<file path="src/rtl/dna_tok_pkg.sv">
package dna_tok_pkg;

    typedef enum logic [1:0] {
        NUC_A = 2'd0,
        NUC_C = 2'd1,
        NUC_G = 2'd2,
        NUC_T = 2'd3
    } nuc_e;

    typedef enum logic [1:0] {
        ST_IDLE   = 2'd0,
        ST_FILL   = 2'd1,
        ST_STREAM = 2'd2,
        ST_DRAIN  = 2'd3
    } tok_state_e;

endpackage

</file>
<file path="src/rtl/dna_tok_window.sv">
module dna_tok_window
    import dna_tok_pkg::*;
#(
    parameter int TOK_LEN = 5
) (
    input  logic                   clk,
    input  logic                   rst_n,
    input  logic                   clear,
    input  logic                   shift_en,
    input  logic [1:0]             base_in,
    output logic [2*TOK_LEN-1:0]   window
);

    localparam int LAST = TOK_LEN - 1;

    nuc_e stage [TOK_LEN];

    // stage[0] holds the oldest base, stage[LAST] the newest
    for (genvar g = 0; g < TOK_LEN; g++) begin : g_stage
        always_ff @(posedge clk or negedge rst_n) begin
            if (!rst_n) begin
                stage[g] <= NUC_A;
            end else if (clear) begin
                stage[g] <= NUC_A;
            end else if (shift_en) begin
                if (g == LAST) begin
                    stage[g] <= nuc_e'(base_in);
                end else begin
                    stage[g] <= stage[(g == LAST) ? g : g + 1];
                end
            end
        end

        // oldest base occupies the most significant digit
        assign window[2*(LAST-g) +: 2] = stage[g];
    end

endmodule

</file>
<file path="src/rtl/dna_tok_threshold.sv">
module dna_tok_threshold #(
    parameter int TOK_LEN = 5,
    parameter int LEN_W   = 8,
    parameter int RATE_W  = 8
) (
    input  logic [LEN_W-1:0]  len_in,
    input  logic [RATE_W-1:0] rate_in,
    output logic [LEN_W-1:0]  thr_out
);

    localparam int PROD_W = LEN_W + RATE_W;
    localparam int ERR_W  = LEN_W + 1;
    localparam int PEN_W  = ERR_W + $clog2(TOK_LEN + 1);

    logic [PROD_W-1:0] prod;
    logic [ERR_W-1:0]  err_cnt;
    logic              frac_nz;
    logic [PEN_W-1:0]  penalty;
    logic [PEN_W-1:0]  span;

    always_comb begin
        prod    = PROD_W'(len_in) * PROD_W'(rate_in);
        frac_nz = |prod[RATE_W-1:0];
        // integer part of L*e, plus one when any fraction remains
        err_cnt = {1'b0, prod[PROD_W-1:RATE_W]} + ERR_W'(frac_nz);
        penalty = PEN_W'(err_cnt) * PEN_W'(TOK_LEN);
        if (len_in >= LEN_W'(TOK_LEN - 1)) begin
            span = PEN_W'(len_in - LEN_W'(TOK_LEN - 1));
        end else begin
            span = '0;
        end
        if (span > penalty) begin
            thr_out = LEN_W'(span - penalty);
        end else begin
            thr_out = '0;
        end
    end

endmodule

</file>
<file path="src/rtl/dna_tok_ctrl.sv">
module dna_tok_ctrl
    import dna_tok_pkg::*;
#(
    parameter int TOK_LEN = 5,
    parameter int LEN_W   = 8
) (
    input  logic             clk,
    input  logic             rst_n,
    input  logic             start,
    input  logic [LEN_W-1:0] len_in,
    input  logic             base_valid,
    input  logic             tok_ready,
    output logic             base_ready,
    output logic             shift_en,
    output logic             win_clear,
    output logic             tok_valid,
    output logic             tok_last,
    output logic [LEN_W-1:0] tok_seq,
    output logic [LEN_W-1:0] len_q
);

    localparam logic [LEN_W-1:0] FULL_CNT = LEN_W'(TOK_LEN);

    tok_state_e       state, state_nx;
    logic [LEN_W-1:0] base_cnt;
    logic [LEN_W-1:0] tok_cnt;
    logic [LEN_W-1:0] cnt_nx;
    logic             acc;
    logic             emit;
    logic             read_done;
    logic             taken;

    // state register
    always_ff @(posedge clk or negedge rst_n) begin
        if (!rst_n) begin
            state <= ST_IDLE;
        end else begin
            state <= state_nx;
        end
    end

    // handshake and next state
    always_comb begin
        unique case (state)
            ST_IDLE:   base_ready = 1'b0;
            ST_FILL:   base_ready = !start;
            ST_STREAM: base_ready = !start && (!tok_valid || tok_ready);
            ST_DRAIN:  base_ready = 1'b0;
            default:   base_ready = 1'b0;
        endcase

        acc       = base_valid && base_ready;
        cnt_nx    = base_cnt + 1'b1;
        emit      = acc && (cnt_nx >= FULL_CNT);
        read_done = acc && (cnt_nx == len_q);
        taken     = tok_valid && tok_ready;
        shift_en  = acc;
        win_clear = start;

        state_nx = state;
        if (start) begin
            state_nx = (len_in == '0) ? ST_IDLE : ST_FILL;
        end else begin
            unique case (state)
                ST_IDLE: state_nx = ST_IDLE;
                ST_FILL: begin
                    if (read_done) begin
                        state_nx = emit ? ST_DRAIN : ST_IDLE;
                    end else if (emit) begin
                        state_nx = ST_STREAM;
                    end
                end
                ST_STREAM: begin
                    if (read_done) begin
                        state_nx = ST_DRAIN;
                    end
                end
                ST_DRAIN: begin
                    if (taken) begin
                        state_nx = ST_IDLE;
                    end
                end
                default: state_nx = ST_IDLE;
            endcase
        end
    end

    // counters and output holding register
    always_ff @(posedge clk or negedge rst_n) begin
        if (!rst_n) begin
            base_cnt  <= '0;
            tok_cnt   <= '0;
            len_q     <= '0;
            tok_valid <= 1'b0;
            tok_last  <= 1'b0;
            tok_seq   <= '0;
        end else if (start) begin
            base_cnt  <= '0;
            tok_cnt   <= '0;
            len_q     <= len_in;
            tok_valid <= 1'b0;
            tok_last  <= 1'b0;
            tok_seq   <= '0;
        end else begin
            if (acc) begin
                base_cnt <= cnt_nx;
            end
            if (emit) begin
                tok_valid <= 1'b1;
                tok_last  <= read_done;
                tok_seq   <= tok_cnt;
                tok_cnt   <= tok_cnt + 1'b1;
            end else if (taken) begin
                tok_valid <= 1'b0;
                tok_last  <= 1'b0;
            end
        end
    end

endmodule

</file>
<file path="src/rtl/dna_token_gen.sv">
module dna_token_gen #(
    parameter int TOK_LEN = 5,
    parameter int LEN_W   = 8,
    parameter int RATE_W  = 8,
    localparam int IDX_W  = 2 * TOK_LEN
) (
    input  logic              clk,
    input  logic              rst_n,
    input  logic              start,
    input  logic [LEN_W-1:0]  read_len,
    input  logic [RATE_W-1:0] err_rate,
    input  logic              base_valid,
    input  logic [1:0]        base_code,
    output logic              base_ready,
    output logic              tok_valid,
    input  logic              tok_ready,
    output logic [IDX_W-1:0]  tok_index,
    output logic              tok_last,
    output logic [LEN_W-1:0]  tok_seq,
    output logic              thr_valid,
    output logic [LEN_W-1:0]  threshold
);

    logic             shift_en;
    logic             win_clear;
    logic [LEN_W-1:0] read_len_q;
    logic [LEN_W-1:0] thr_comb;

    dna_tok_ctrl #(
        .TOK_LEN (TOK_LEN),
        .LEN_W   (LEN_W)
    ) u_ctrl (
        .clk        (clk),
        .rst_n      (rst_n),
        .start      (start),
        .len_in     (read_len),
        .base_valid (base_valid),
        .tok_ready  (tok_ready),
        .base_ready (base_ready),
        .shift_en   (shift_en),
        .win_clear  (win_clear),
        .tok_valid  (tok_valid),
        .tok_last   (tok_last),
        .tok_seq    (tok_seq),
        .len_q      (read_len_q)
    );

    dna_tok_window #(
        .TOK_LEN (TOK_LEN)
    ) u_window (
        .clk      (clk),
        .rst_n    (rst_n),
        .clear    (win_clear),
        .shift_en (shift_en),
        .base_in  (base_code),
        .window   (tok_index)
    );

    dna_tok_threshold #(
        .TOK_LEN (TOK_LEN),
        .LEN_W   (LEN_W),
        .RATE_W  (RATE_W)
    ) u_thr (
        .len_in  (read_len),
        .rate_in (err_rate),
        .thr_out (thr_comb)
    );

    always_ff @(posedge clk or negedge rst_n) begin
        if (!rst_n) begin
            thr_valid <= 1'b0;
            threshold <= '0;
        end else if (start) begin
            thr_valid <= 1'b1;
            threshold <= thr_comb;
        end
    end

endmodule

</file>
<file path="config.mk">
export PLATFORM = sky130hd
export DESIGN_NAME = dna_token_gen
export DESIGN_NICKNAME = d
export VERILOG_FILES = /design/src/rtl/dna_tok_pkg.sv /design/src/rtl/dna_tok_window.sv /design/src/rtl/dna_tok_threshold.sv /design/src/rtl/dna_tok_ctrl.sv /design/src/rtl/dna_token_gen.sv
export SDC_FILE = /design/constraint.sdc
export NUM_CORES = 1
export LEC_CHECK = 0
export BUFFER_PORTS_ARGS = -buffer_cell sky130_fd_sc_hd__buf_2
export CAP_MARGIN = 20
export CELL_PAD_IN_SITES_DETAIL_PLACEMENT = 0
export CELL_PAD_IN_SITES_GLOBAL_PLACEMENT = 1
export CORE_UTILIZATION = 47
export CTS_CLUSTER_SIZE = 28
export DETAILED_ROUTE_END_ITERATION = 10
export PLACE_DENSITY_LB_ADDON = 0.25
export REMOVE_ABC_BUFFERS = 1
export SLEW_MARGIN = 10
export SYNTH_ARGS = -nofsm -noshare
export SYNTH_HDL_FRONTEND = slang
export SYNTH_SLANG_ARGS = --single-unit
</file>
<file path="constraint.sdc">
create_clock -name clk -period 3.31 [get_ports clk]
set_input_delay 0.662 -clock clk [delete_from_list [all_inputs] [get_ports clk]]
set_output_delay 0.662 -clock clk [all_outputs]
set_load 0.01 [all_outputs]
</file>
==> results by group, run 1 <==
Synthesis
  • Seq cells post-synth: 55
  • Compound-cell area share of the yosys netlist: 0.134
  • Share of synthesized flip-flops with an asynchronous set or reset: 1.00
  • Largest area contributor in the synthesized netlist: dfrtp_1
  • Syn Inst Count: 688
  • Avg Inst Size Synth: 8.80 sq um
  • Yosys top cell area share: 0.227
  • Yosys warns: 0
  • Adder-cell share of the synthesized area: 0.279
  • Register area share after synthesis: 0.227
  • Main combinational cell family by area after synthesis: adder cells
  • Simple logic cell fraction of the synthesized area: 0.208
  • Main synth FF type: dfrtp_1
  • Synth unique cells: 64
  • Multiplexer share of the synthesized area: 0.0240
  • Post-Synth XOR/XNOR Area: 0.0564
  • EDFF count, synth: 0
  • Mapped Area: around 6100 sq um
  • Area contributors post-synth: dfrtp_1 (23%), ha_1 (15%), fa_1 (13%)

Floorplanning
  • Core box area: roughly 13000 sq um
  • Ports: 53
  • Die Ht: 116 um
  • Starting density of the core: 0.482
  • Die Width: 116 um
  • Full die area: 13300 sq um
  • Row Count: between 40 and 50

Clock network
  • CTS max path bufs: 2
  • Worst-Skew Late Latency: roughly 0.29 ns
  • CTS tree: built
  • Clk pin slew, worst setup/hold paths: about 0.070 ns
  • Root buffer cell: clkbuf_16
  • CTS Buf Count: 5
  • Number of clock sinks: 55
  • H-tree depth: 2

Setup path
  • Worst setup EP type: flip-flop
  • Reg-to-Reg Start: u_ctrl.base_cnt[0]$_DFFE_PN0P_
  • R2R setup slack: between 0.5 and 0.6 ns
  • Worst R2R Path Depth: 8
  • Max stage delay on crit path: 0.57 ns
  • Cell family with most CP delay: adder cells
  • Worst EP arrival: about 7.3 ns
  • CP Buf/Inv Count: 7
  • Reg2reg end: u_ctrl.tok_cnt[4]$_DFFE_PN0P_
  • CP dominant cell by count: ha_4
  • CP required: between 3 and 4 ns
  • CP max stage cell: fa_1
  • Type of origin of the critical path: input pin
  • CP max FO: 7
  • Crit path kind: input pin to flip-flop

STA
  • Slew @ Worst Pin: 0.644 ns
  • Relative slew margins: 0.570
  • Unrepaired setup endpoints after global routing: true
  • Setup violators final: 8
  • Period minus WS final: 7.14 ns
  • Final Hold Viols: 0
  • Clock skew: ~0.0070 ns
  • Slew Viols, Final: 0
  • Final worst path period share: 2.16
  • Highest clock rate: approximately 140 MHz
  • Final Worst Setup Slack: -3.83 ns

Global route
  • Grt ovf: 0
  • Vias in the first global route: around 5500
  • First-pass GRT wire length: roughly 27000 um
  • Gr usage total: 0.247
  • Initial antenna violation count: 0
  • Largest net degree at the start of global routing: 29

Job
  • MaxCap Viol Count: 0

Hold path
  • Hold WC Path Type: input pin to asynchronous set/reset pin

Route
  • WL per Instance: roughly 15 um
  • Initial drt markers: 242
  • Post-route antenna net violation count: 0
  • Via count: around 5400
  • Router iterations before antenna repair: 4
  • DRT Wirelength: about 15000 um
  • Vias per cell: roughly 5.3
  • DRC Markers: 0

Placed design
  • Post-DP HPWL: between 10000 and 15000 um
  • Buffers added on ports: between 50 and 60
  • Pre-CTS setup slack: -4.58 ns
  • Routability cong.: a little under 0.9

Finish
  • FILL cells: 1007
  • Layout area overhead: 36.2%
  • Diode count: 0
  • Layout cells sized above 1: 0.358
  • Fin nets: between 900 and 1000

Outcome
  • Status: finished, violations left
  • Violated checks: negative setup slack
==> layout by cell type, fill, tap and decap left out, types with 9 or more instances in the layout <==
| cell | n |
|---|---|
| buf_4 | 121 |
| and2_1 | 52 |
| buf_2 | 40 |
| dfrtp_1 | 55 |
| and2_4 | 9 |
| fa_1 | 32 |
| xnor2_1 | 18 |
| inv_1 | 76 |
| mux2_2 | 10 |
| buf_6 | 11 |
| ha_1 | 58 |
| a21oi_1 | 18 |
| nand3_1 | 20 |
| o21ai_0 | 30 |
| xor2_1 | 12 |
| nand2_1 | 64 |
| nor2_1 | 28 |
| ha_4 | 16 |
==> worst max-delay path by stage <==
stage / start / end / depth (start not counted)
global route: read_len[4] / threshold[5]$_DFFE_PN0P_ / 36
finish: read_len[4] / threshold[7]$_DFFE_PN0P_ / 35
detailed placement: err_rate[7] / threshold[7]$_DFFE_PN0P_ / 36
floorplan: read_len[0] / threshold[4]$_DFFE_PN0P_ / 31
global placement: err_rate[7] / threshold[5]$_DFFE_PN0P_ / 36
CTS: read_len[4] / threshold[7]$_DFFE_PN0P_ / 35
==> cell usage after synthesis, drive strengths merged, types with 3 or more instances <==
| library cell | instances |
|---|---|
| o211ai | 4 |
| a21o | 7 |
| o21a | 4 |
| xnor2 | 24 |
| o32ai | 6 |
| mux2 | 12 |
| nor3 | 13 |
| dfrtp | 55 |
| nand3 | 23 |
| nand4 | 5 |
| o31ai | 4 |
| xor2 | 15 |
| inv | 84 |
| and2 | 62 |
| and3 | 9 |
| o21ai | 40 |
| nand2b | 9 |
| a211oi | 4 |
| nor2 | 30 |
| o2111ai | 3 |
| a21oi | 26 |
| nor2b | 7 |
| or2 | 3 |
| buf | 5 |
| clkbuf | 18 |
| fa | 38 |
| nor4 | 4 |
| ha | 74 |
| nand2 | 69 |
==> layout make-up <==
cell class	instances	area (sq um)	share of cell area
tap	172	215	0.0261
multi-input combinational	526	4890	0.593
timing repair buffer	174	1270	0.154
sequential	55	1380	0.167
clock inverter	2	38.8	0.00470
clock buffer	6	139	0.0168
inverter	84	320	0.0388
==> through the flow <==
stage | cell area [sq um] | setup TNS, ns | hold WS, ns | util | cells
after floorplan | 5940 | -30.87 | 0.366 | - | 665
after global placement | 7180 | -34.98 | 0.448 | 0.571 | 991
after detailed placement | 7180 | -36.08 | 0.443 | 0.571 | 991
after CTS | 8020 | -28.50 | 0.403 | 0.638 | 1017
after global routing | 8250 | -32.65 | 0.436 | 0.656 | 1019
final | 8250 | -30.06 | 0.393 | 0.656 | 1019
==> cell families after synthesis <==
| kind of cell | after synthesis |
|---|---|
| flops | 55 |
| mux | 13 |
| fa+ha+maj | 112 |
| xor+xnor | 39 |
| buf+inv | 107 |
| simple gates | 241 |
| compound gates | 121 |
==> flip-flops by register name, summed over array words and instances, names as in the netlist <==
register	count
u_ctrl.tok_seq	8
thr_valid	1
u_ctrl.tok_last	1
u_ctrl.len_q	8
u_ctrl.base_cnt	8
threshold	8
u_ctrl.tok_valid	1
u_ctrl.state	2
u_window.window	10
u_ctrl.tok_cnt	8
==> per-layer routing <==
layer	share of wire	vias up	wire (um)	GRT usage
met5	0	-	0	0
met2	0.49	96	7460	0.420
met3	0.033	20	505	0.0241
met4	0.013	0	193	0.0416
met1	0.47	2617	7160	0.346
li1	-	2629	-	-
==> what timing repair did <==
item | CTS | global route
pin swaps | 99 | 20
hold buffers | 0 | 0
endpoints found under the setup margin | 8 | 9
setup buffers | 18 | 4
gates resized for setup | 120 | 32
Power of run 1 is not shown: default switching activity piles up to over one toggle a cycle in this logic, so the estimate is an artifact.
==> run 2, diff against run 1 <==
CORE_ASPECT_RATIO = 0.7   (was unset)
==> run 2 against run 1 <==
  * The flow still finishes with violations (negative setup slack)
  * Hold slack improved by 0.083 ns
  * Via count fell by 0.99%
  * Die area hardly changed
  * Design area decreased by 1.8%
  * Highest routed layer unchanged
==> results by group, run 2 (synthesis gave the netlist of run 1 again) <==
Placed design
  • Post-DP HPWL: 11700 um (was 11300 um)
  • Buffers added on ports: 52 (unchanged)
  • Routability cong.: 0.842 (was 0.870)
  • Cell count after placement: 981 (was 991)

Route
  • Router iterations before antenna repair: 4 (unchanged)
  • Post-route antenna net violation count: 0 (unchanged)
  • DRC Markers: 0 (unchanged)
  • WL per Instance: 15.3 um (was 15.0 um)
  • Initial drt markers: 212 (was 242)
  • Vias per cell: 5.27 (was 5.26)
  • Via count: 5309 (was 5362)
  • DRT Wirelength: 15400 um (was 15300 um)

Finish
  • Fin nets: 979 (was 981)
  • Diode count: 0 (unchanged)
  • Commonest non-fill, non-tap cell in the layout: buf_4 (unchanged)
  • Max reg flops: 10 (unchanged)
  • Area of the multi-input gates: 4790 sq um (was 4890 sq um)
  • Layout cells sized above 1: 0.343 (was 0.358)
  • Fin cells: 1007 (was 1019)
  • FILL cells: 1038 (was 1007)
  • Commonest non-fill, non-tap cells in the layout: buf_4 (116), inv_1 (75), nand2_1 (64) (was buf_4 (121), inv_1 (76), nand2_1 (64))
  • Sequential cell area: 1380 sq um (unchanged)
  • Layout area overhead: 33.7% (was 36.2%)

STA
  • Period minus WS final: 6.97 ns (was 7.14 ns)
  • Final Hold Viols: 0 (unchanged)
  • Hold slack final: 0.476 ns (was 0.393 ns)
  • Setup violators final: 8 (unchanged)
  • Final Worst Setup Slack: -3.66 ns (was -3.83 ns)
  • Final worst path period share: 2.11 (was 2.16)
  • Highest clock rate: 143 MHz (was 140 MHz)
  • Relative slew margins: 0.398 (was 0.570)
  • Slew @ Worst Pin: 0.903 ns (was 0.644 ns)
  • Unrepaired setup endpoints after global routing: true (unchanged)
  • Setup TNS: -28.99 ns (was -30.06 ns)
  • Clock skew: 0.00349 ns (was 0.00701 ns)
  • Slew Viols, Final: 0 (unchanged)

Global route
  • First-pass GRT wire length: 26400 um (was 26500 um)
  • Gr usage total: 0.247 (about the same)
  • Vias in the first global route: 5527 (was 5520)
  • Grt ovf: 0 (unchanged)
  • Largest net degree at the start of global routing: 41 (was 29)
  • Initial antenna violation count: 0 (unchanged)

Outcome
  • Violated checks: negative setup slack (unchanged)
  • Status: finished, violations left (unchanged)

Setup path
  • Worst setup EP type: flip-flop (unchanged)
  • R2R setup slack: 0.63 ns (was 0.53 ns)
  • Crit path kind: input pin to flip-flop (unchanged)
  • Type of origin of the critical path: input pin (unchanged)
  • Reg-to-Reg Start: u_ctrl.base_cnt[0]$_DFFE_PN0P_ (unchanged)
  • CP required: 3.51 ns (about the same)
  • Worst EP arrival: 7.17 ns (was 7.33 ns)
  • CP max stage cell: fa_1 (unchanged)
  • CP max FO: 7 (unchanged)
  • CP Launch Point: read_len[6] (was read_len[4])
  • Max stage delay on crit path: 0.57 ns (about the same)

Clock network
  • CTS tree: built (unchanged)
  • H-tree depth: 2 (unchanged)
  • Post-CTS Hold Fix Bufs: 0 (unchanged)
  • Worst-Skew Late Latency: 0.29 ns (about the same)
  • Clk pin slew, worst setup/hold paths: 0.07 ns (about the same)
  • CTS max path bufs: 2 (unchanged)
  • CTS Buf Count: 5 (unchanged)
  • Root buffer cell: clkbuf_16 (unchanged)
  • Number of clock sinks: 55 (unchanged)

Floorplanning
  • Starting density of the core: 0.484 (was 0.482)
  • Full die area: 13300 sq um (about the same)
  • Die Width: 138 um (was 116 um)
  • Row Count: 34 (was 41)
  • Core box area: 12500 sq um (was 12600 sq um)
  • Ports: 53 (unchanged)
  • Die Ht: 97.0 um (was 116 um)

Hold path
  • Hold WC Path Type: flip-flop to flip-flop (was input pin to asynchronous set/reset pin)
  • Hold Crit Start: thr_valid$_DFFE_PN0P_

Job
  • MaxCap Viol Count: 0 (unchanged)
[run 2: critical path, delay by kind of cell]
family,cells,cell delay [ns]
AOI/OAI and AO/OA,10,1.54
and+or+nand+nor,8,1.11
buffers and inverters,5,0.53
xor gates and xnor gates,1,0.18
adders and majority gates,8,3.14
[run 2: timing repair]
action                     in CTS  in global routing
setup endpoints to repair       8                  8
gates resized for setup       131                  9
buffers inserted               18                  0
gates cloned                    0                  0
pin swaps                      87                 17
[run 2: worst paths after layout]
check,end,cells past startpoint
min,thr_valid$_DFFE_PN0P_,1
min in group asynchronous,u_window.window[8]$_DFFE_PN0P_,1
max in group asynchronous,u_ctrl.tok_cnt[4]$_DFFE_PN0P_,2
min reg2reg,thr_valid$_DFFE_PN0P_,1
max,threshold[5]$_DFFE_PN0P_,32
max reg2reg,u_ctrl.state[1]$_DFFE_PN0P_,8
[run 2: through the flow]
stage / area (sq um) / setup slack (ns) / util
2_1_floorplan: 5940 / -3.93 / -
3_3_place_gp: 7170 / -4.38 / 0.573
3_5_place_dp: 7170 / -4.59 / 0.573
4_1_cts: 8070 / -3.60 / 0.645
5_1_grt: 8100 / -4.00 / 0.647
6_report: 8100 / -3.66 / 0.647
[run 2: layout make-up]
type                    instances  share of cell area
well taps                     162              0.0250
repair buffers                172               0.157
clock buffers                   6              0.0159
clock inverters                 2             0.00155
inverters                      84              0.0392
multi-input cells             526               0.592
flip-flops and latches         55               0.170
[run 2: per-layer routing]
| metal | GRT usage | part of all wire |
|---|---|---|
| met1 | 0.378 | 0.52 |
| met2 | 0.368 | 0.43 |
| met4 | 0.0338 | 0.0085 |
| met3 | 0.0409 | 0.043 |
| met5 | 0 | 0 |
Power of run 2 is left out for the same reason.
==> run 3, diff against run 2 <==
CORE_ASPECT_RATIO = 0.75   (was 0.7)
==> run 3 against run 2 <==
  * The run still ends with negative setup slack left
  * Flip-flop and latch count did not move
  * Wire length grew 5.9%
  * Critical path depth is the same
  * Die area barely moved
  * Hold slack got worse by 0.024 ns
  * Core utilization increased by 2.7 points
  * Critical path type unchanged
==> results by group, run 3 (synthesis gave the netlist of run 1 again) <==
Clock network
  • Post-CTS Hold Fix Bufs: 0 (unchanged)
  • CTS max path bufs: 2 (unchanged)
  • Number of clock sinks: 55 (unchanged)
  • CTS tree: built (unchanged)
  • H-tree depth: 2 (unchanged)
  • Worst-Skew Late Latency: 0.30 ns (was 0.29 ns)
  • Root buffer cell: clkbuf_16 (unchanged)
  • CTS Buf Count: 5 (unchanged)
  • Clk pin slew, worst setup/hold paths: 0.07 ns (about the same)

Floorplanning
  • Die Ht: 100 um (was 97.0 um)
  • Starting density of the core: 0.487 (was 0.484)
  • Row Count: 35 (was 34)
  • Core box area: 12400 sq um (was 12500 sq um)
  • Full die area: 13300 sq um (about the same)
  • Ports: 53 (unchanged)
  • Die Width: 133 um (was 138 um)

Route
  • DRC Markers: 0 (unchanged)
  • WL per Instance: 16.0 um (was 15.3 um)
  • Initial drt markers: 230 (was 212)
  • Router iterations before antenna repair: 4 (unchanged)
  • Vias per cell: 5.31 (was 5.27)
  • DRT Wirelength: 16300 um (was 15400 um)
  • Post-route antenna net violation count: 0 (unchanged)
  • Via count: 5420 (was 5309)

STA
  • Final Hold Viols: 0 (unchanged)
  • Final Worst Setup Slack: -3.71 ns (was -3.66 ns)
  • Final worst path period share: 2.12 (was 2.11)
  • Slew @ Worst Pin: 0.812 ns (was 0.903 ns)
  • Setup violators final: 8 (unchanged)
  • Relative slew margins: 0.459 (was 0.398)
  • Clock skew: 0.00804 ns (was 0.00349 ns)
  • Highest clock rate: 142 MHz (was 143 MHz)
  • Unrepaired setup endpoints after global routing: true (unchanged)
  • Setup TNS: -29.48 ns (was -28.99 ns)
  • Period minus WS final: 7.02 ns (was 6.97 ns)
  • Slew Viols, Final: 0 (unchanged)

Finish
  • Cell area after layout: 8390 sq um (was 8100 sq um)
  • Sequential cell area: 1380 sq um (unchanged)
  • Fin nets: 988 (was 979)
  • Layout cells sized above 1: 0.369 (was 0.343)
  • Area of the multi-input gates: 4930 sq um (was 4790 sq um)
  • Commonest non-fill, non-tap cell in the layout: buf_4 (unchanged)
  • FILL cells: 982 (was 1038)
  • Layout area overhead: 38.5% (was 33.7%)
  • Max reg flops: 10 (unchanged)
  • Diode count: 0 (unchanged)
  • Commonest non-fill, non-tap cells in the layout: buf_4 (123), inv_1 (75), nand2_1 (63) (was buf_4 (116), inv_1 (75), nand2_1 (64))
  • Final core occ: 0.674 (was 0.647)

Global route
  • Vias in the first global route: 5689 (was 5527)
  • Gr usage total: 0.258 (was 0.247)
  • Grt ovf: 0 (unchanged)
  • Largest net degree at the start of global routing: 37 (was 41)
  • Initial antenna violation count: 0 (unchanged)
  • First-pass GRT wire length: 27400 um (was 26400 um)

Placed design
  • Post-DP HPWL: 11900 um (was 11700 um)
  • Buffers added on ports: 52 (unchanged)
  • Dpl cell area: 7180 sq um (was 7170 sq um)
  • Routability cong.: 0.837 (was 0.842)

Setup path
  • CP required: 3.51 ns (about the same)
  • Type of origin of the critical path: input pin (unchanged)
  • CP max stage cell: fa_1 (unchanged)
  • Crit path kind: input pin to flip-flop (unchanged)
  • Worst setup EP type: flip-flop (unchanged)
  • Max stage delay on crit path: 0.56 ns (was 0.57 ns)
  • CP max FO: 7 (unchanged)
  • Worst EP arrival: 7.23 ns (was 7.17 ns)

Outcome
  • Status: finished, violations left (unchanged)
  • Violated checks: negative setup slack (unchanged)

Job
  • MaxCap Viol Count: 0 (unchanged)

Hold path
  • Hold WC Path Type: input pin to asynchronous set/reset pin (was flip-flop to flip-flop)
==> run 3: changes by cell type in the layout (fill, tap and decap cells not counted), sizes merged <==
cell / change
clkinv: -1
inv: +1
clkinvlp: -1
bufinv: +1
buf: +9
==> run 3: timing repair <==
item / CTS / global route
gates resized for setup: 154 / 23
cloned: 0 / 0
pin swaps: 93 / 24
setup endpoints to repair: 8 / 8
buffers inserted: 24 / 2
==> run 3: worst max-delay path: cells and delay by family <==
family,cells,cell delay (ns)
fa+ha+maj,8,3.04
buf+inv,8,0.93
compound gates,10,1.65
simple gates,5,0.74
xor+xnor,1,0.20
==> run 3: final timing paths <==
kind | startpoint | to | slack (ns) | depth (start not counted)
max | read_len[6] | threshold[7]$_DFFE_PN0P_ | -3.71 | 32
min | rst_n | u_window.window[8]$_DFFE_PN0P_ | 0.45 | 1
max reg2reg | u_ctrl.base_cnt[0]$_DFFE_PN0P_ | u_ctrl.tok_cnt[4]$_DFFE_PN0P_ | 0.32 | 9
min reg2reg | thr_valid$_DFFE_PN0P_ | thr_valid$_DFFE_PN0P_ | 0.47 | 1
max in group asynchronous | rst_n | u_ctrl.tok_seq[5]$_DFFE_PN0P_ | 2.07 | 2
min in group clk | thr_valid$_DFFE_PN0P_ | thr_valid$_DFFE_PN0P_ | 0.47 | 1
==> run 3: area by class of cell <==
cell class	count	share of cell area
multi-input combinational	526	0.588
sequential	55	0.164
timing repair buffer	181	0.164
inverter	84	0.0379
tap	166	0.0248
clock buffer	6	0.0166
clock inverter	2	0.00462
==> run 3: stage by stage <==
stage | instances | worst slack [ns] | hold slack [ns]
finish | 1020 | -3.71 | 0.452
global route | 1020 | -4.04 | 0.490
CTS | 1018 | -3.60 | 0.478
detailed placement | 986 | -4.61 | 0.451
global placement | 986 | -4.36 | 0.445
floorplan | 665 | -3.93 | 0.366
==> run 3: routing by layer <==
metal	share of wire	track usage	vias up
li1	-	-	2651
met1	0.49	0.368	2644
met2	0.46	0.416	100
met3	0.036	0.0313	25
met4	0.014	0.0619	0
met5	0	0	-
Power of run 3 is left out for the same reason.
